==> config.mk <==
export PLATFORM = sky130hd
export DESIGN_NAME = isa_dma_burst
export DESIGN_NICKNAME = d
export VERILOG_FILES = /design/src/rtl/dma_burst_pkg.sv /design/src/rtl/dma_burst_dp.sv /design/src/rtl/dma_burst_ctl.sv /design/src/rtl/isa_dma_burst.sv
export SDC_FILE = /design/constraint.sdc
export NUM_CORES = 1
export LEC_CHECK = 0
export BUFFER_PORTS_ARGS = -buffer_cell sky130_fd_sc_hd__clkbuf_2
export CAP_MARGIN = 0
export CORE_AREA = 10 10 47 49
export DETAILED_ROUTE_END_ITERATION = 8
export DIE_AREA = 0 0 57 59
export GPL_TIMING_DRIVEN = 0
export PLACE_DENSITY_LB_ADDON = 0.3
export RECOVER_POWER = 100
export REMOVE_ABC_BUFFERS = 1
export SLEW_MARGIN = 20
export SYNTH_ARGS = -nofsm -noshare
export SYNTH_HDL_FRONTEND = slang
export SYNTH_SLANG_ARGS = --single-unit
export TNS_END_PERCENT = 30
==> constraint.sdc <==
create_clock -name clk -period 3.1 [get_ports clk]
set_clock_uncertainty 0.05 [all_clocks]
set_input_delay 0.155 -clock clk [delete_from_list [all_inputs] [get_ports clk]]
set_output_delay 0.155 -clock clk [all_outputs]
set_load 0.01 [all_outputs]
==> src/rtl/dma_burst_pkg.sv <==
package dma_burst_pkg;

  // Control toward the datapath
  typedef struct packed {
    logic cntClear;
    logic cntEnable;
  } ctl_strobes_t;

  // Events from the datapath toward the control
  typedef struct packed {
    logic trigEdge;
    logic cycLead;
    logic cycTrail;
    logic cycActive;
    logic lastPending;
  } dp_events_t;

  typedef enum logic [1:0] {
    ST_IDLE  = 2'd0,
    ST_BURST = 2'd1,
    ST_TAIL  = 2'd2
  } burst_state_e;

endpackage

==> src/rtl/dma_burst_dp.sv <==
module dma_burst_dp
  import dma_burst_pkg::*;
#(
  parameter int BURST_LEN = 16
) (
  input  logic         clk,
  input  logic         rst,
  input  logic         ior,
  input  logic         iow,
  input  logic         dack,
  input  logic         aen,
  input  logic         trigSel,
  input  ctl_strobes_t ctl,
  output dp_events_t   ev
);

  localparam int CNT_W = $clog2(BURST_LEN + 1);
  localparam logic [CNT_W-1:0] LAST_IDX = CNT_W'(BURST_LEN - 1);

  logic             cycNow;
  logic             cycPrev;
  logic             trigNow;
  logic             trigPrev;
  logic [CNT_W-1:0] xferCount;

  // A qualified DMA byte cycle: acknowledged, DMA address phase, either direction
  assign cycNow  = dack & aen & (ior | iow);
  // A CPU write to the trigger port (never during a DMA address phase)
  assign trigNow = iow & trigSel & ~aen;

  always_ff @(posedge clk) begin
    if (rst) begin
      cycPrev  <= 1'b0;
      trigPrev <= 1'b0;
    end else begin
      cycPrev  <= cycNow;
      trigPrev <= trigNow;
    end
  end

  always_ff @(posedge clk) begin
    if (rst || ctl.cntClear) begin
      xferCount <= '0;
    end else if (ctl.cntEnable && cycPrev && !cycNow) begin
      xferCount <= xferCount + 1'b1;
    end
  end

  assign ev.trigEdge    = trigNow & ~trigPrev;
  assign ev.cycLead     = cycNow & ~cycPrev;
  assign ev.cycTrail    = cycPrev & ~cycNow;
  assign ev.cycActive   = cycNow;
  assign ev.lastPending = (xferCount == LAST_IDX);

endmodule

==> src/rtl/dma_burst_ctl.sv <==
module dma_burst_ctl
  import dma_burst_pkg::*;
(
  input  logic         clk,
  input  logic         rst,
  input  logic         dmaEnable,
  input  dp_events_t   ev,
  output ctl_strobes_t ctl,
  output logic         drq,
  output logic         drqOe
);

  burst_state_e state;

  always_ff @(posedge clk) begin
    if (rst) begin
      state <= ST_IDLE;
      drq   <= 1'b0;
      drqOe <= 1'b0;
    end else begin
      drqOe <= dmaEnable;
      if (!dmaEnable) begin
        state <= ST_IDLE;
        drq   <= 1'b0;
      end else begin
        case (state)
          ST_IDLE: begin
            if (ev.trigEdge) begin
              state <= ST_BURST;
              drq   <= 1'b1;
            end
          end
          ST_BURST: begin
            // Withdraw the request as the final cycle starts
            if (ev.cycLead && ev.lastPending) begin
              state <= ST_TAIL;
              drq   <= 1'b0;
            end
          end
          ST_TAIL: begin
            if (ev.cycTrail) begin
              state <= ST_IDLE;
            end
          end
          default: begin
            state <= ST_IDLE;
            drq   <= 1'b0;
          end
        endcase
      end
    end
  end

  assign ctl.cntEnable = (state == ST_BURST);
  assign ctl.cntClear  = (state == ST_IDLE);

  // ev.cycActive is consumed at the top level
  logic unusedActive;
  assign unusedActive = ev.cycActive;

endmodule

==> src/rtl/isa_dma_burst.sv <==
module isa_dma_burst
  import dma_burst_pkg::*;
#(
  parameter int BURST_LEN = 16
) (
  input  logic clk,
  input  logic rst,
  input  logic dmaEnable,
  input  logic ior,
  input  logic iow,
  input  logic dack,
  input  logic aen,
  input  logic trigSel,
  output logic drq,
  output logic drqOe,
  output logic devSel
);

  ctl_strobes_t ctl;
  dp_events_t   ev;

  dma_burst_dp #(.BURST_LEN(BURST_LEN)) u_dp (
    .clk     (clk),
    .rst     (rst),
    .ior     (ior),
    .iow     (iow),
    .dack    (dack),
    .aen     (aen),
    .trigSel (trigSel),
    .ctl     (ctl),
    .ev      (ev)
  );

  dma_burst_ctl u_ctl (
    .clk       (clk),
    .rst       (rst),
    .dmaEnable (dmaEnable),
    .ev        (ev),
    .ctl       (ctl),
    .drq       (drq),
    .drqOe     (drqOe)
  );

  assign devSel = ev.cycActive & dmaEnable;

endmodule

== After elaboration in Yosys (flattened, before gate mapping) ==
Cells that the tools add are included.

* Register bits: 11
* Word-level logic and storage cells: 44

* Add/subtract/negate cells: 1
* Eq/ne operators: 6
* Mux-type cells: 7
* Bitwise gates (word level): 15
* Reduce and logical (&&, ||, !) cells: 9

{| class="wikitable"
|+ Operators by type and width
! kind !! number
|-
| $and A1 B1 Y1 || 8
|-
| $mux W2 || 3
|-
| $not A1 Y1 || 6
|-
| $pmux W2 S3 || 1
|-
| $reduce_and A3 Y1 || 2
|-
| $add A5 B1 Y5 const B || 1
|-
| $eq A5 B4 Y1 const B || 1
|-
| $ne A2 B2 Y1 const B || 2
|-
| $logic_and A1 B1 Y1 || 3
|-
| $pmux W1 S3 || 1
|-
| $eq A2 B1 Y1 const B || 1
|-
| $eq A2 B2 Y1 const B || 1
|-
| $logic_not A2 Y1 || 1
|-
| $mux W1 || 2
|-
| $ne A2 B1 Y1 const B || 1
|-
| $reduce_or A2 Y1 || 1
|-
| $logic_not A1 Y1 || 1
|-
| $logic_or A1 B1 Y1 || 1
|-
| $or A1 B1 Y1 || 1
|}

== Logic depth before layout (Yosys ltp) ==
Gate-level depths: netlist (run 1).

* Depth after elaboration: 6
* Depth in mapped cells: 6
* Gate-level depth less buffers: 6

== Modules after synthesis ==
Synthesis (run 1) repeated with hierarchy kept, for this count alone.

* Cells, all modules: 59
* Area, all modules: 514.2 sq um

{| class="wikitable"
|+ Modules (own cells, without submodules)
! module !! times used !! cells each !! area an instance (sq um) !! seq. area each (sq um)
|-
| dma_burst_dp || 1 || 39 || 349.1 || 140.1
|-
| dma_burst_ctl || 1 || 19 || 158.9 || 80.1
|-
| isa_dma_burst || 1 || 1 || 6.3 || 0.0
|}

== Least setup slack after synthesis (run 1) ==
No wires, ideal clock.

* Path kind: reg-to-reg
* Start: reg u_dp.xferCount[0]
* End: reg u_dp.xferCount[4]
* Setup time: 0.074 ns
* Arrival time: 1.269 ns
* Required time: 2.976 ns
* Slack: 1.707 ns
* Stages on the path, launching flop included: 7
* Period minus slack after synthesis: 1.393 ns
* Cells stage by stage: dfxtp_1 -> ha_1 -> and3_1 -> ha_1 -> nor2_1 -> nand4_1 -> a31oi_1

* Word-level cells in the longest chain between the ends: 1

{| class="wikitable"
|+ Ends and longest elaborated chain
! what !! line !! source
|-
| start, declared || dma_burst_dp.sv:24 || <nowiki>logic [CNT_W-1:0] xferCount;</nowiki>
|-
| start signal, assigned || dma_burst_dp.sv:45 || <nowiki>xferCount <= xferCount + 1'b1;</nowiki>
|-
| $add A5 B1 Y5 || dma_burst_dp.sv:45 ||
|}

No other way between the ends.
A chain may end at the register's enable or synchronous reset.

== Worst setup path after layout (run 1) ==
* Start: reg u_ctl.state[0]
* End: reg u_dp.xferCount[3]

* Word-level cells in the longest chain between the ends: 3
* Elaborated cells on any way between the ends: 5

{| class="wikitable"
|+ Ends and longest elaborated chain
! what !! line !! source
|-
| start, declared || dma_burst_ctl.sv:13 || <nowiki>burst_state_e state;</nowiki>
|-
| start signal, assigned || dma_burst_ctl.sv:17 || <nowiki>state <= ST_IDLE;</nowiki>
|-
| start signal, assigned || dma_burst_ctl.sv:23 || <nowiki>state <= ST_IDLE;</nowiki>
|-
| start signal, assigned || dma_burst_ctl.sv:29 || <nowiki>state <= ST_BURST;</nowiki>
|-
| $eq A2 B1 Y1 || dma_burst_ctl.sv:54 || <nowiki>assign ctl.cntEnable = (state == ST_BURST);</nowiki>
|-
| $logic_and A1 B1 Y1 (2 in series) || dma_burst_dp.sv:44 || <nowiki>end else if (ctl.cntEnable && cycPrev && !cycNow) begin</nowiki>
|}

Parallel ways exist; a longest one is shown, timed or not.

==> run_summary.xml, run 1 <==
<?xml version="1.0" encoding="UTF-8"?>
<metrics>
  <group name="die">
    <metric name="die-area" unit="um2">3360</metric>
    <metric name="area_of_the_core" unit="um2">1400</metric>
    <metric name="initial_utilization" unit="">0.398</metric>
    <metric name="number_of_rows_created_at_floorplan" unit="">14</metric>
    <metric name="dieWidth" unit="um">57</metric>
    <metric name="io_pins" unit="">11</metric>
    <metric name="floorplan.die.height" unit="um">59</metric>
  </group>
  <group name="placement">
    <metric name="place_congestion" unit="">0.804</metric>
    <metric name="hpwlAfterDp" unit="um">871</metric>
    <metric name="port_buffers" unit="">10</metric>
  </group>
  <group name="timing">
    <metric name="final.period_utilization" unit="">0.525</metric>
    <metric name="period_minus_slack" unit="ns">1.63</metric>
    <metric name="grt_setup_unrepaired" unit="">false</metric>
    <metric name="max_slew.worst_pin.slew" unit="ns">0.700</metric>
    <metric name="fmax" unit="GHz">0.614</metric>
    <metric name="max_slew_margin" unit="">0.531</metric>
    <metric name="final-setup-viol-count" unit="">0</metric>
    <metric name="timing_max_transition_violations_final" unit="">0</metric>
    <metric name="timing_hold_violations_final" unit="">0</metric>
    <metric name="setup_tns" unit="ns">0</metric>
  </group>
  <group name="grt">
    <metric name="grtUsageMet3" unit="">0.0215</metric>
    <metric name="grt_most_used_layer" unit="">met2</metric>
    <metric name="globalRoute.totalOverflow" unit="">0</metric>
    <metric name="track_usage" unit="">0.0729</metric>
    <metric name="grt_util_met1" unit="">0.0755</metric>
    <metric name="grt_antenna_before_repair" unit="">0</metric>
    <metric name="grt_first_pass_wirelength" unit="um">1930</metric>
    <metric name="grt_pass1_vias" unit="">452</metric>
    <metric name="grtUsageMet2" unit="">0.115</metric>
    <metric name="largest_net_degree_at_the_start_of_global_routing" unit="">13</metric>
  </group>
  <group name="pwr">
    <metric name="finalPower" unit="uW">263</metric>
    <metric name="p_leak" unit="nW">0.226</metric>
    <metric name="ir_drop" unit="uV">165</metric>
    <metric name="total_power_per_unit_cell_area" unit="nW/um2">423</metric>
  </group>
  <group name="synth">
    <metric name="count_of_flip_flops_with_a_built_in_enable_after_synthesis" unit="">0</metric>
    <metric name="netlist_area_before_placement" unit="um2">558</metric>
    <metric name="synth-warning-count" unit="">0</metric>
    <metric name="synth_top_cell_by_area" unit="">sky130_fd_sc_hd__dfxtp_1</metric>
    <metric name="synthDistinctLibCells" unit="">29</metric>
    <metric name="synth_seq_cells" unit="">11</metric>
    <metric name="sequential_cell_area_fraction_in_the_yosys_report" unit="">0.395</metric>
    <metric name="netlist.area_leader.share" unit="">0.395</metric>
    <metric name="synthTopCellsByArea" unit="">sky130_fd_sc_hd__dfxtp_1 39%, sky130_fd_sc_hd__nand4_1 5.6%, sky130_fd_sc_hd__a31oi_1 4.5%, sky130_fd_sc_hd__ha_1 4.5%, sky130_fd_sc_hd__o211ai_1 4.0%</metric>
    <metric name="synth-main-ff-cell" unit="">sky130_fd_sc_hd__dfxtp_1</metric>
    <metric name="synth_area_per_cell" unit="um2">8.86</metric>
    <metric name="post_synth_arst_share" unit="">0</metric>
    <metric name="post_synth_inst_count" unit="">63</metric>
  </group>
  <group name="cts">
    <metric name="cts_made_buffers" unit="">3</metric>
    <metric name="clock_pin_transition_on_the_worst_setup_and_hold_timing_paths" unit="ns">0.08</metric>
    <metric name="cts-resized-gates" unit="">0</metric>
    <metric name="cts_hold_repair.buffers" unit="">0</metric>
    <metric name="tritoncts" unit="">built</metric>
    <metric name="cts-root-buf" unit="">sky130_fd_sc_hd__clkbuf_4</metric>
    <metric name="clock_sink_count" unit="">11</metric>
    <metric name="clockBufferDepth" unit="">2</metric>
    <metric name="clk-insertion-delay-late" unit="ns">0.27</metric>
    <metric name="cts-htree-levels" unit="">1</metric>
    <metric name="cts_post_setup_buffers_inserted" unit="">0</metric>
  </group>
  <group name="worst_setup_path">
    <metric name="cp_cell_sequence" unit="">nor2b_1 &gt; or4b_1 &gt; a31oi_1</metric>
    <metric name="critPathMaxFanout" unit="">12</metric>
    <metric name="worstPathRequired" unit="ns">3.25</metric>
    <metric name="criticalPathCategory" unit="">flop to flop</metric>
    <metric name="end_kind" unit="">flop</metric>
    <metric name="crit_path_start_kind" unit="">flop</metric>
    <metric name="cp.buffers_inverters" unit="">0</metric>
    <metric name="cpPeakStageDelay" unit="ns">0.51</metric>
    <metric name="critPathTopFamily" unit="">simple AND/OR/NAND/NOR gates</metric>
    <metric name="critical_path_arrival" unit="ns">1.78</metric>
    <metric name="critical-path-slowest-cell" unit="">sky130_fd_sc_hd__dfxtp_1</metric>
  </group>
  <group name="final_layout">
    <metric name="layout-drive-gt1-share" unit="">0.151</metric>
    <metric name="regArea" unit="um2">220</metric>
    <metric name="syn2layout_area_growth" unit="%">11.4</metric>
    <metric name="design.final.nets" unit="">84</metric>
    <metric name="diodes" unit="">0</metric>
    <metric name="fillers" unit="">150</metric>
    <metric name="multiInputGateArea" unit="um2">295</metric>
  </group>
  <group name="detailed_routing">
    <metric name="remaining_drc_errors" unit="">0</metric>
    <metric name="wl_per_instance" unit="um">13.2</metric>
    <metric name="wirelength" unit="um">1180</metric>
    <metric name="initial_drt_markers" unit="">11</metric>
    <metric name="detail_route.first_pass.iterations" unit="">4</metric>
    <metric name="avgViaCountPerCell" unit="">5.66</metric>
    <metric name="dr_vias" unit="">504</metric>
    <metric name="antenna_violating_nets_post_route" unit="">0</metric>
  </group>
  <group name="flow_run">
    <metric name="cap_violations" unit="">0</metric>
  </group>
  <group name="min_path">
    <metric name="timing.hold.worst.class" unit="">primary input to flop</metric>
  </group>
  <group name="run_status">
    <metric name="outcome" unit="">complete, no violations</metric>
  </group>
</metrics>
[logic make-up (layout without fill, tap and decap cells)]
group                    Yosys count  after routing  share of synthesized area
flip-flops                        11             11                      0.395
AO/OA/AOI/OAI                     21             21                      0.267
adder cells (fa/ha/maj)            2              2                     0.0448
buffers and inverters              8             18                     0.0628
AND/OR/NAND/NOR                   21             21                      0.231
[metal layers]
layer	vias to the layer above	part of all wire
met4	0	0.033
met1	223	0.48
met2	18	0.43
met3	4	0.056
met5	-	0
li1	259	-
[synth_stat cells (2+ instances only)]
| library cell | count |
|---|---|
| sky130_fd_sc_hd__o211ai_1 | 3 |
| sky130_fd_sc_hd__a31oi_1 | 4 |
| sky130_fd_sc_hd__ha_1 | 2 |
| sky130_fd_sc_hd__a21oi_1 | 3 |
| sky130_fd_sc_hd__o21ai_0 | 4 |
| sky130_fd_sc_hd__nand2b_1 | 3 |
| sky130_fd_sc_hd__dfxtp_1 | 11 |
| sky130_fd_sc_hd__nand2_1 | 2 |
| sky130_fd_sc_hd__inv_1 | 4 |
| sky130_fd_sc_hd__clkbuf_1 | 2 |
| sky130_fd_sc_hd__nand4_1 | 5 |
| sky130_fd_sc_hd__nor2_1 | 3 |
[metrics by stage]
stage	hold WS, ns	util	instances	cell area, um2	setup slack [ns]
final	0.0860	0.444	89	622	1.47
after global routing	0.107	0.444	89	622	1.39
after CTS	0.0802	0.454	89	636	1.54
after detailed placement	0.380	0.434	85	608	1.57
after global placement	0.378	0.434	85	608	1.56
after floorplan	0.174	-	59	538	1.71
[layout by cell type (no fill, tap or decap), types with 2 or more instances in the layout]
master / instances
sky130_fd_sc_hd__o21ai_0: 4
sky130_fd_sc_hd__inv_1: 4
sky130_fd_sc_hd__a31oi_1: 4
sky130_fd_sc_hd__nand4_1: 5
sky130_fd_sc_hd__nor2_1: 3
sky130_fd_sc_hd__nand2b_1: 3
sky130_fd_sc_hd__ha_1: 2
sky130_fd_sc_hd__nor2b_1: 2
sky130_fd_sc_hd__o211ai_1: 4
sky130_fd_sc_hd__dfxtp_1: 11
sky130_fd_sc_hd__clkbuf_1: 5
sky130_fd_sc_hd__nand2_1: 2
sky130_fd_sc_hd__a21oi_1: 3
sky130_fd_sc_hd__clkbuf_4: 3
sky130_fd_sc_hd__clkbuf_2: 5
[state kept, by name, indices dropped and copies added, names as in the netlist]
register        cells
u_dp.xferCount      5
u_ctl.drqOe         1
u_ctl.drq           1
u_dp.trigPrev       1
u_dp.cycPrev        1
u_ctl.state         2
[worst min-delay path: cells and delay by family]
kind	cells	cell delay (ns)
AND/OR/NAND/NOR	2	0.14
buffers and inverters	1	0.08
[final cells by class]
class,count,share of cell area
clock inverters,1,0.00805
clock buffers,3,0.0362
repair buffers,10,0.0704
inverters,4,0.0241
well taps,16,0.0322
flip-flops and latches,11,0.354
multi-input cells,44,0.475
[report_power, final]
| part | switching (mW) | total, mW | internal [mW] |
|---|---|---|---|
| logic | 0.0105 | 0.0178 | 0.00725 |
| registers | 0.00257 | 0.146 | 0.143 |
| clock network | 0.0514 | 0.0993 | 0.0478 |
[path summary, 6_finish.rpt]
| kind | startpoint | endpoint | slack, ns | cells past startpoint |
|---|---|---|---|---|
| max | u_ctl.state[0] | u_dp.xferCount[3] | 1.47 | 3 |
| min | trigSel | u_dp.trigPrev | 0.09 | 3 |
| max reg2reg | u_ctl.state[0] | u_dp.xferCount[3] | 1.47 | 3 |
| min reg2reg | u_dp.xferCount[3] | u_dp.xferCount[3] | 0.45 | 2 |
Note: power is estimated with default switching activity, not from simulation.
==> run 2: changes to the inputs <==
- clock period: 3.1 -> 1.35 ns (I/O delays scaled with it)
==> run 2 against run 1 <==
Global-route usage increased by 0.48 points. Non-clock buffer count increased by 7. Final area increased by 20%. Critical path depth increased by 3. Sequential power increased by 130%. Final cell count increased by 7.9%. Flip-flop and latch count unchanged. Utilization increased by 9.0 points. First-iteration DRC count increased by 45%.
==> run_summary.xml, run 2 (synthesized netlist as in run 1, its figures left out) <==
<?xml version="1.0" encoding="UTF-8"?>
<metrics>
  <group name="placement">
    <metric name="dpl.cell_count" unit="">85</metric>
    <metric name="place_congestion" unit="">0.804</metric>
    <metric name="hpwlAfterDp" unit="um">871</metric>
    <metric name="port_buffers" unit="">10</metric>
    <metric name="placement.cell_area" unit="um2">608</metric>
  </group>
  <group name="grt">
    <metric name="grt_first_pass_wirelength" unit="um">2060</metric>
    <metric name="track_usage" unit="">0.0776</metric>
    <metric name="grt_pass1_vias" unit="">480</metric>
    <metric name="grt_antenna_before_repair" unit="">0</metric>
    <metric name="largest_net_degree_at_the_start_of_global_routing" unit="">13</metric>
    <metric name="globalRoute.totalOverflow" unit="">0</metric>
  </group>
  <group name="timing">
    <metric name="timing_hold_violations_final" unit="">0</metric>
    <metric name="timing_max_transition_violations_final" unit="">0</metric>
    <metric name="max_slew.worst_pin.slew" unit="ns">0.460</metric>
    <metric name="fmax" unit="GHz">0.745</metric>
    <metric name="grt_setup_unrepaired" unit="">true</metric>
    <metric name="max_slew_margin" unit="">0.693</metric>
    <metric name="final-setup-viol-count" unit="">0</metric>
    <metric name="final.period_utilization" unit="">0.994</metric>
    <metric name="period_minus_slack" unit="ns">1.34</metric>
  </group>
  <group name="cts">
    <metric name="cts-htree-levels" unit="">1</metric>
    <metric name="cts-root-buf" unit="">sky130_fd_sc_hd__clkbuf_4</metric>
    <metric name="clock_sink_count" unit="">11</metric>
    <metric name="tritoncts" unit="">built</metric>
    <metric name="clk-insertion-delay-late" unit="ns">0.27</metric>
    <metric name="clock_pin_transition_on_the_worst_setup_and_hold_timing_paths" unit="ns">0.07</metric>
    <metric name="clockBufferDepth" unit="">2</metric>
    <metric name="cts_made_buffers" unit="">3</metric>
  </group>
  <group name="worst_setup_path">
    <metric name="crit_path_start_kind" unit="">flop</metric>
    <metric name="end_kind" unit="">flop</metric>
    <metric name="critical_path_arrival" unit="ns">1.50</metric>
    <metric name="capturing_element_of_the_worst_setup_path" unit="">u_dp.xferCount[4]</metric>
    <metric name="worstPathRequired" unit="ns">1.51</metric>
    <metric name="depth_of_the_worst_register_to_register_path" unit="">6</metric>
    <metric name="cpPeakStageDelay" unit="ns">0.36</metric>
    <metric name="r2r_start" unit="">u_dp.xferCount[0]</metric>
    <metric name="regToRegSetupSlack" unit="ns">0.008</metric>
    <metric name="critical-path-slowest-cell" unit="">sky130_fd_sc_hd__dfxtp_4</metric>
    <metric name="worst_path_most_repeated_cell" unit="">sky130_fd_sc_hd__ha_4</metric>
    <metric name="critPathMaxFanout" unit="">3</metric>
    <metric name="regToRegEndpoint" unit="">u_dp.xferCount[4]</metric>
    <metric name="crit_start" unit="">u_dp.xferCount[0]</metric>
    <metric name="cp_cell_sequence" unit="">ha_4 &gt; and3_4 &gt; ha_4 &gt; nor2_1 &gt; nand4_1 &gt; a31oi_1</metric>
    <metric name="criticalPathCategory" unit="">flop to flop</metric>
  </group>
  <group name="die">
    <metric name="dieWidth" unit="um">57</metric>
    <metric name="initial_utilization" unit="">0.398</metric>
    <metric name="floorplan.die.height" unit="um">59</metric>
    <metric name="area_of_the_core" unit="um2">1400</metric>
    <metric name="number_of_rows_created_at_floorplan" unit="">14</metric>
    <metric name="die-area" unit="um2">3360</metric>
    <metric name="io_pins" unit="">11</metric>
  </group>
  <group name="final_layout">
    <metric name="layout.cells.most_common_list" unit="">7 x sky130_fd_sc_hd__clkbuf_2, 6 x sky130_fd_sc_hd__buf_4, 5 x sky130_fd_sc_hd__nand4_1, 5 x sky130_fd_sc_hd__dfxtp_1</metric>
    <metric name="syn2layout_area_growth" unit="%">34.1</metric>
    <metric name="multiInputGateArea" unit="um2">349</metric>
    <metric name="layout-drive-gt1-share" unit="">0.400</metric>
    <metric name="layout_commonest_cell" unit="">sky130_fd_sc_hd__clkbuf_2</metric>
    <metric name="regMostFlops" unit="">u_dp.xferCount</metric>
    <metric name="post-route-cell-area" unit="um2">748</metric>
    <metric name="reg_top3" unit="">u_dp.xferCount (5), u_ctl.state (2)</metric>
    <metric name="fillers" unit="">134</metric>
    <metric name="max_ffs_per_register" unit="">5</metric>
    <metric name="diodes" unit="">0</metric>
    <metric name="design.final.nets" unit="">91</metric>
    <metric name="layout.cells.non_filler" unit="">96</metric>
    <metric name="regArea" unit="um2">235</metric>
    <metric name="postLayoutCoreUtil" unit="">0.534</metric>
  </group>
  <group name="pwr">
    <metric name="total_power_per_unit_cell_area" unit="nW/um2">823</metric>
    <metric name="ir_drop" unit="uV">379</metric>
    <metric name="p_leak" unit="nW">0.274</metric>
  </group>
  <group name="run_status">
    <metric name="outcome" unit="">complete, no violations</metric>
  </group>
  <group name="detailed_routing">
    <metric name="antenna_violating_nets_post_route" unit="">0</metric>
    <metric name="wirelength" unit="um">1360</metric>
    <metric name="remaining_drc_errors" unit="">0</metric>
    <metric name="wl_per_instance" unit="um">14.1</metric>
    <metric name="avgViaCountPerCell" unit="">5.66</metric>
    <metric name="detail_route.first_pass.iterations" unit="">4</metric>
    <metric name="dr_vias" unit="">543</metric>
    <metric name="initial_drt_markers" unit="">16</metric>
  </group>
  <group name="min_path">
    <metric name="timing.hold.worst.class" unit="">primary input to flop</metric>
  </group>
  <group name="flow_run">
    <metric name="cap_violations" unit="">0</metric>
  </group>
</metrics>
run 2: cell count changes in the layout (fill, tap and decap cells not counted), moves of 3 or more:
cell                      before  now
sky130_fd_sc_hd__dfxtp_4       0    3
sky130_fd_sc_hd__dfxtp_2       0    3
sky130_fd_sc_hd__buf_4         0    6
sky130_fd_sc_hd__dfxtp_1      11    5
run 2: worst min path at each step:
stage             from           endpoint  slack [ns]  cells past startpoint
2_1_floorplan      rst  u_dp.xferCount[1]        0.09                      1
3_5_place_dp   trigSel      u_dp.trigPrev        0.29                      3
5_1_grt            rst  u_dp.xferCount[2]        0.01                      2
6_report           rst  u_dp.xferCount[2]        0.01                      2
4_1_cts            rst  u_dp.xferCount[1]        0.02                      2
3_3_place_gp   trigSel      u_dp.trigPrev        0.29                      3
run 2: cell type report:
class                   count  share of cell area
clock buffers               3              0.0301
clock inverters             1             0.00669
inverters                   4              0.0201
multi-input cells          44               0.467
flip-flops and latches     11               0.314
well taps                  16              0.0268
repair buffers             17               0.135
run 2: routing by layer:
metal / wire [um] / global-route usage
met1: 614 / 0.0791
met2: 646 / 0.127
met3: 53 / 0.0215
met4: 40 / 0.0705
met5: 0 / 0
run 2: per-stage QoR:
step           TNS (ns)  power, mW  hold slack, ns  setup slack, ns
2_1_floorplan   -0.0674      0.362          0.0866          -0.0429
3_3_place_gp     -0.456      0.387           0.290           -0.187
3_5_place_dp     -0.497      0.388           0.293           -0.181
4_1_cts               0      0.621          0.0190         0.000421
5_1_grt         -0.0669      0.649          0.0107          -0.0195
6_report              0      0.615         0.00950          0.00833
run 2: power breakdown:
| part | switching [mW] | internal, mW | leakage, nW |
|---|---|---|---|
| Clock | 0.121 | 0.110 | 0.0177 |
| Sequential | 0.00454 | 0.325 | 0.0930 |
| Combinational | 0.0300 | 0.0255 | 0.163 |
| Total | 0.155 | 0.460 | 0.274 |
run 2: repair_timing:
action	CTS	global route
endpoints found under the setup margin	4	3
resized for setup	12	5
buffers inserted	1	5
hold buffers	1	0
endpoints found under the hold margin	1	0
pin swaps	4	3
run 2: worst max-delay path, delay by kind of cell (launching register included):
kind            cells  cell delay [ns]
fa+ha+maj           2             0.37
flops               1             0.36
simple gates        3             0.34
compound gates      1             0.14
==> run 3: changes to the inputs <==
- ABC_AREA: unset -> 1
- TNS_END_PERCENT: 30 -> 50
==> run 3 against run 2 <==
The run now ends with negative setup slack left. Fmax is 6.8% lower. Via count shrank 10%. Sequential share of layout area is 0.21 points lower. Power down 1.5%. Hold slack improved by 0.13 ns. Wire length fell by 18%. Critical path type unchanged. Highest routed layer unchanged.
==> run_summary.xml, run 3 <==
<?xml version="1.0" encoding="UTF-8"?>
<metrics>
  <group name="timing">
    <metric name="timing_hold_violations_final" unit="">0</metric>
    <metric name="max_slew.worst_pin.slew" unit="ns">0.239</metric>
    <metric name="fmax" unit="GHz">0.694</metric>
    <metric name="final_critical_path_setup_slack" unit="ns">-0.0900</metric>
    <metric name="hold_slack" unit="ns">0.140</metric>
    <metric name="final.period_utilization" unit="">1.07</metric>
    <metric name="setup_tns" unit="ns">-0.154</metric>
    <metric name="final-setup-viol-count" unit="">2</metric>
    <metric name="grt_setup_unrepaired" unit="">true</metric>
    <metric name="max_slew_margin" unit="">0.840</metric>
    <metric name="timing_max_transition_violations_final" unit="">0</metric>
    <metric name="period_minus_slack" unit="ns">1.44</metric>
  </group>
  <group name="final_layout">
    <metric name="post-route-cell-area" unit="um2">713</metric>
    <metric name="postLayoutCoreUtil" unit="">0.509</metric>
    <metric name="layout.cells.non_filler" unit="">109</metric>
    <metric name="design.final.nets" unit="">104</metric>
    <metric name="layout.cells.most_common_list" unit="">11 x sky130_fd_sc_hd__inv_1, 10 x sky130_fd_sc_hd__nand2_1, 9 x sky130_fd_sc_hd__nor2_1, 9 x sky130_fd_sc_hd__dfxtp_1, 6 x sky130_fd_sc_hd__clkbuf_2</metric>
    <metric name="reg_top3" unit="">u_dp.xferCount (5), u_ctl.state (2)</metric>
    <metric name="diodes" unit="">0</metric>
    <metric name="syn2layout_area_growth" unit="%">36.0</metric>
    <metric name="max_ffs_per_register" unit="">5</metric>
    <metric name="layout_commonest_cell" unit="">sky130_fd_sc_hd__inv_1</metric>
    <metric name="layout-drive-gt1-share" unit="">0.323</metric>
    <metric name="regMostFlops" unit="">u_dp.xferCount</metric>
  </group>
  <group name="die">
    <metric name="number_of_rows_created_at_floorplan" unit="">14</metric>
    <metric name="initial_utilization" unit="">0.374</metric>
    <metric name="io_pins" unit="">11</metric>
    <metric name="area_of_the_core" unit="um2">1400</metric>
    <metric name="dieWidth" unit="um">57</metric>
    <metric name="die-area" unit="um2">3360</metric>
    <metric name="floorplan.die.height" unit="um">59</metric>
  </group>
  <group name="detailed_routing">
    <metric name="detail_route.first_pass.iterations" unit="">4</metric>
    <metric name="initial_drt_markers" unit="">6</metric>
    <metric name="wl_per_instance" unit="um">10.2</metric>
    <metric name="wirelength" unit="um">1110</metric>
    <metric name="dr_vias" unit="">488</metric>
    <metric name="remaining_drc_errors" unit="">0</metric>
    <metric name="avgViaCountPerCell" unit="">4.48</metric>
    <metric name="antenna_violating_nets_post_route" unit="">0</metric>
  </group>
  <group name="flow_run">
    <metric name="cap_violations" unit="">0</metric>
  </group>
  <group name="cts">
    <metric name="cts_made_buffers" unit="">3</metric>
    <metric name="clock_pin_transition_on_the_worst_setup_and_hold_timing_paths" unit="ns">0.07</metric>
    <metric name="clockBufferDepth" unit="">2</metric>
    <metric name="cts-htree-levels" unit="">1</metric>
    <metric name="tritoncts" unit="">built</metric>
    <metric name="cts-root-buf" unit="">sky130_fd_sc_hd__clkbuf_4</metric>
    <metric name="clock_sink_count" unit="">11</metric>
    <metric name="clk-insertion-delay-late" unit="ns">0.27</metric>
  </group>
  <group name="synth">
    <metric name="synth-main-ff-cell" unit="">sky130_fd_sc_hd__dfxtp_1</metric>
    <metric name="synth-warning-count" unit="">0</metric>
    <metric name="post-synth-top-count-cell" unit="">sky130_fd_sc_hd__nand2_1</metric>
    <metric name="synth_top_cell_by_area" unit="">sky130_fd_sc_hd__dfxtp_1</metric>
    <metric name="post_synth_inst_count" unit="">73</metric>
    <metric name="synth_common_cells" unit="">12 x sky130_fd_sc_hd__nand2_1, 11 x sky130_fd_sc_hd__dfxtp_1, 10 x sky130_fd_sc_hd__inv_1, 10 x sky130_fd_sc_hd__nor2_1, 6 x sky130_fd_sc_hd__a21oi_1</metric>
    <metric name="post_synth_arst_share" unit="">0</metric>
    <metric name="synth_area_per_cell" unit="um2">7.18</metric>
    <metric name="netlist_area_before_placement" unit="um2">524</metric>
    <metric name="sequential_cell_area_fraction_in_the_yosys_report" unit="">0.420</metric>
    <metric name="synth_seq_cells" unit="">11</metric>
    <metric name="synthDistinctLibCells" unit="">15</metric>
    <metric name="count_of_flip_flops_with_a_built_in_enable_after_synthesis" unit="">0</metric>
    <metric name="netlist.area_leader.share" unit="">0.420</metric>
    <metric name="synthTopCellsByArea" unit="">sky130_fd_sc_hd__dfxtp_1 42%, sky130_fd_sc_hd__nand2_1 8.6%, sky130_fd_sc_hd__inv_1 7.2%, sky130_fd_sc_hd__nor2_1 7.2%, sky130_fd_sc_hd__a21oi_1 5.7%</metric>
  </group>
  <group name="pwr">
    <metric name="power_frac_clock" unit="">0.364</metric>
    <metric name="pwr-share-comb" unit="">0.088</metric>
    <metric name="internal_power" unit="uW">468</metric>
    <metric name="power.sequential.fraction" unit="">0.548</metric>
    <metric name="netSwitchingPower" unit="uW">138</metric>
    <metric name="switching_share" unit="">0.228</metric>
    <metric name="total_power_per_unit_cell_area" unit="nW/um2">850</metric>
    <metric name="p_leak" unit="nW">0.306</metric>
    <metric name="ir_drop" unit="uV">723</metric>
  </group>
  <group name="run_status">
    <metric name="outcome" unit="">complete, but fails checks</metric>
    <metric name="failed_checks" unit="">negative setup slack</metric>
  </group>
  <group name="min_path">
    <metric name="hold_path_end" unit="">u_ctl.drq</metric>
    <metric name="holdCritStartpoint" unit="">trigSel</metric>
    <metric name="hold_path_depth" unit="">5</metric>
    <metric name="timing.hold.worst.class" unit="">primary input to flop</metric>
  </group>
  <group name="worst_setup_path">
    <metric name="critPathMaxFanout" unit="">3</metric>
    <metric name="regToRegEndpoint" unit="">u_ctl.drq</metric>
    <metric name="regToRegSetupSlack" unit="ns">-0.09</metric>
    <metric name="depth_of_the_worst_register_to_register_path" unit="">11</metric>
    <metric name="critical_path_arrival" unit="ns">1.55</metric>
    <metric name="r2r_start" unit="">u_dp.xferCount[1]</metric>
    <metric name="worstPathRequired" unit="ns">1.46</metric>
    <metric name="crit_path_start_kind" unit="">flop</metric>
    <metric name="end_kind" unit="">flop</metric>
    <metric name="criticalPathCategory" unit="">flop to flop</metric>
  </group>
  <group name="grt">
    <metric name="grt_first_pass_wirelength" unit="um">2010</metric>
    <metric name="largest_net_degree_at_the_start_of_global_routing" unit="">8</metric>
    <metric name="grt_pass1_vias" unit="">483</metric>
    <metric name="track_usage" unit="">0.0771</metric>
    <metric name="grt_antenna_before_repair" unit="">0</metric>
    <metric name="globalRoute.totalOverflow" unit="">0</metric>
  </group>
  <group name="placement">
    <metric name="placement.cell_area" unit="um2">594</metric>
    <metric name="port_buffers" unit="">10</metric>
    <metric name="hpwlAfterDp" unit="um">819</metric>
    <metric name="place_congestion" unit="">0.692</metric>
    <metric name="dpl.cell_count" unit="">99</metric>
  </group>
</metrics>
## run 3: cell types whose count changed after synthesis, sizes merged, moves of 2 or more
cell,previous run,this run
buf,2,0
o211ai,4,0
nor2b,2,0
nor2,3,13
nand3,0,6
a21oi,3,6
clkbuf,2,0
a31oi,4,0
nand4,5,0
nand2,2,13
nand2b,3,0
inv,4,15
## run 3: repair_timing
action / 4_1_cts / 5_1_grt
pin swaps: 2 / 8
setup endpoints to repair: 3 / 5
setup buffers: 2 / 0
cloned: 0 / 0
endpoints found under the hold margin: 3 / 0
hold buffers: 4 / 0
resized for setup: 7 / 8
## run 3: cells by family after synthesis
kind of cell    synth area share
compound gates             0.119
flops                      0.420
simple gates               0.305
fa+ha+maj                 0.0477
buf+inv                    0.107
## run 3: worst max path at each step
stage	startpoint	to	slack (ns)	cells past startpoint
after CTS	u_dp.xferCount[0]	u_ctl.drq	-0.13	11
after detailed placement	u_dp.xferCount[0]	u_ctl.drq	-0.16	11
final	u_dp.xferCount[1]	u_ctl.drq	-0.09	11
after floorplan	u_dp.xferCount[0]	u_ctl.drq	0.01	11
after global placement	u_dp.xferCount[0]	u_ctl.drq	-0.14	11
after global routing	u_dp.xferCount[1]	u_ctl.drq	-0.21	11
## run 3: cell type report
| class | count | area [um2] |
|---|---|---|
| sequential | 11 | 223 |
| clock buffer | 4 | 26.3 |
| tap | 16 | 20.0 |
| multi-input combinational | 47 | 284 |
| fill | 155 | 688 |
| inverter | 15 | 56.3 |
| timing repair buffer | 16 | 104 |
## run 3: through the flow
| step | power, mW | setup slack (ns) |
|---|---|---|
| 5_1_grt | 0.646 | -0.207 |
| 2_1_floorplan | 0.364 | 0.0113 |
| 4_1_cts | 0.616 | -0.125 |
| 3_5_place_dp | 0.384 | -0.165 |
| 6_report | 0.606 | -0.0900 |
| 3_3_place_gp | 0.383 | -0.139 |
## run 3: power by group through the flow
stage / registers, mW / clock network (mW) / logic [mW]
finish: 0.332 / 0.221 / 0.0534
global route: 0.332 / 0.254 / 0.0603
CTS: 0.332 / 0.232 / 0.0520
detailed placement: 0.340 / 0 / 0.0440
global placement: 0.340 / 0 / 0.0435
floorplan: 0.340 / 0 / 0.0232
## run 3: worst max-delay path: stages, from the launching register on
cell                      delay, ns
sky130_fd_sc_hd__dfxtp_2       0.35
sky130_fd_sc_hd__ha_4          0.15
sky130_fd_sc_hd__nand2_4       0.05
sky130_fd_sc_hd__nor2_2        0.08
sky130_fd_sc_hd__ha_2          0.16
sky130_fd_sc_hd__inv_1         0.03
sky130_fd_sc_hd__nor2_1        0.10
sky130_fd_sc_hd__nand3_1       0.10
sky130_fd_sc_hd__nand2_2       0.09
sky130_fd_sc_hd__nand3_2       0.06
sky130_fd_sc_hd__nand2_1       0.06
sky130_fd_sc_hd__a21oi_1       0.05
## run 3: per-layer routing
layer  vias to the layer above  track usage  part of all wire
met4                         0       0.0403             0.020
met1                       206       0.0742              0.43
li1                        270            -                 -
met5                         -            0                 0
met2                         8        0.127              0.49
met3                         4       0.0472             0.056
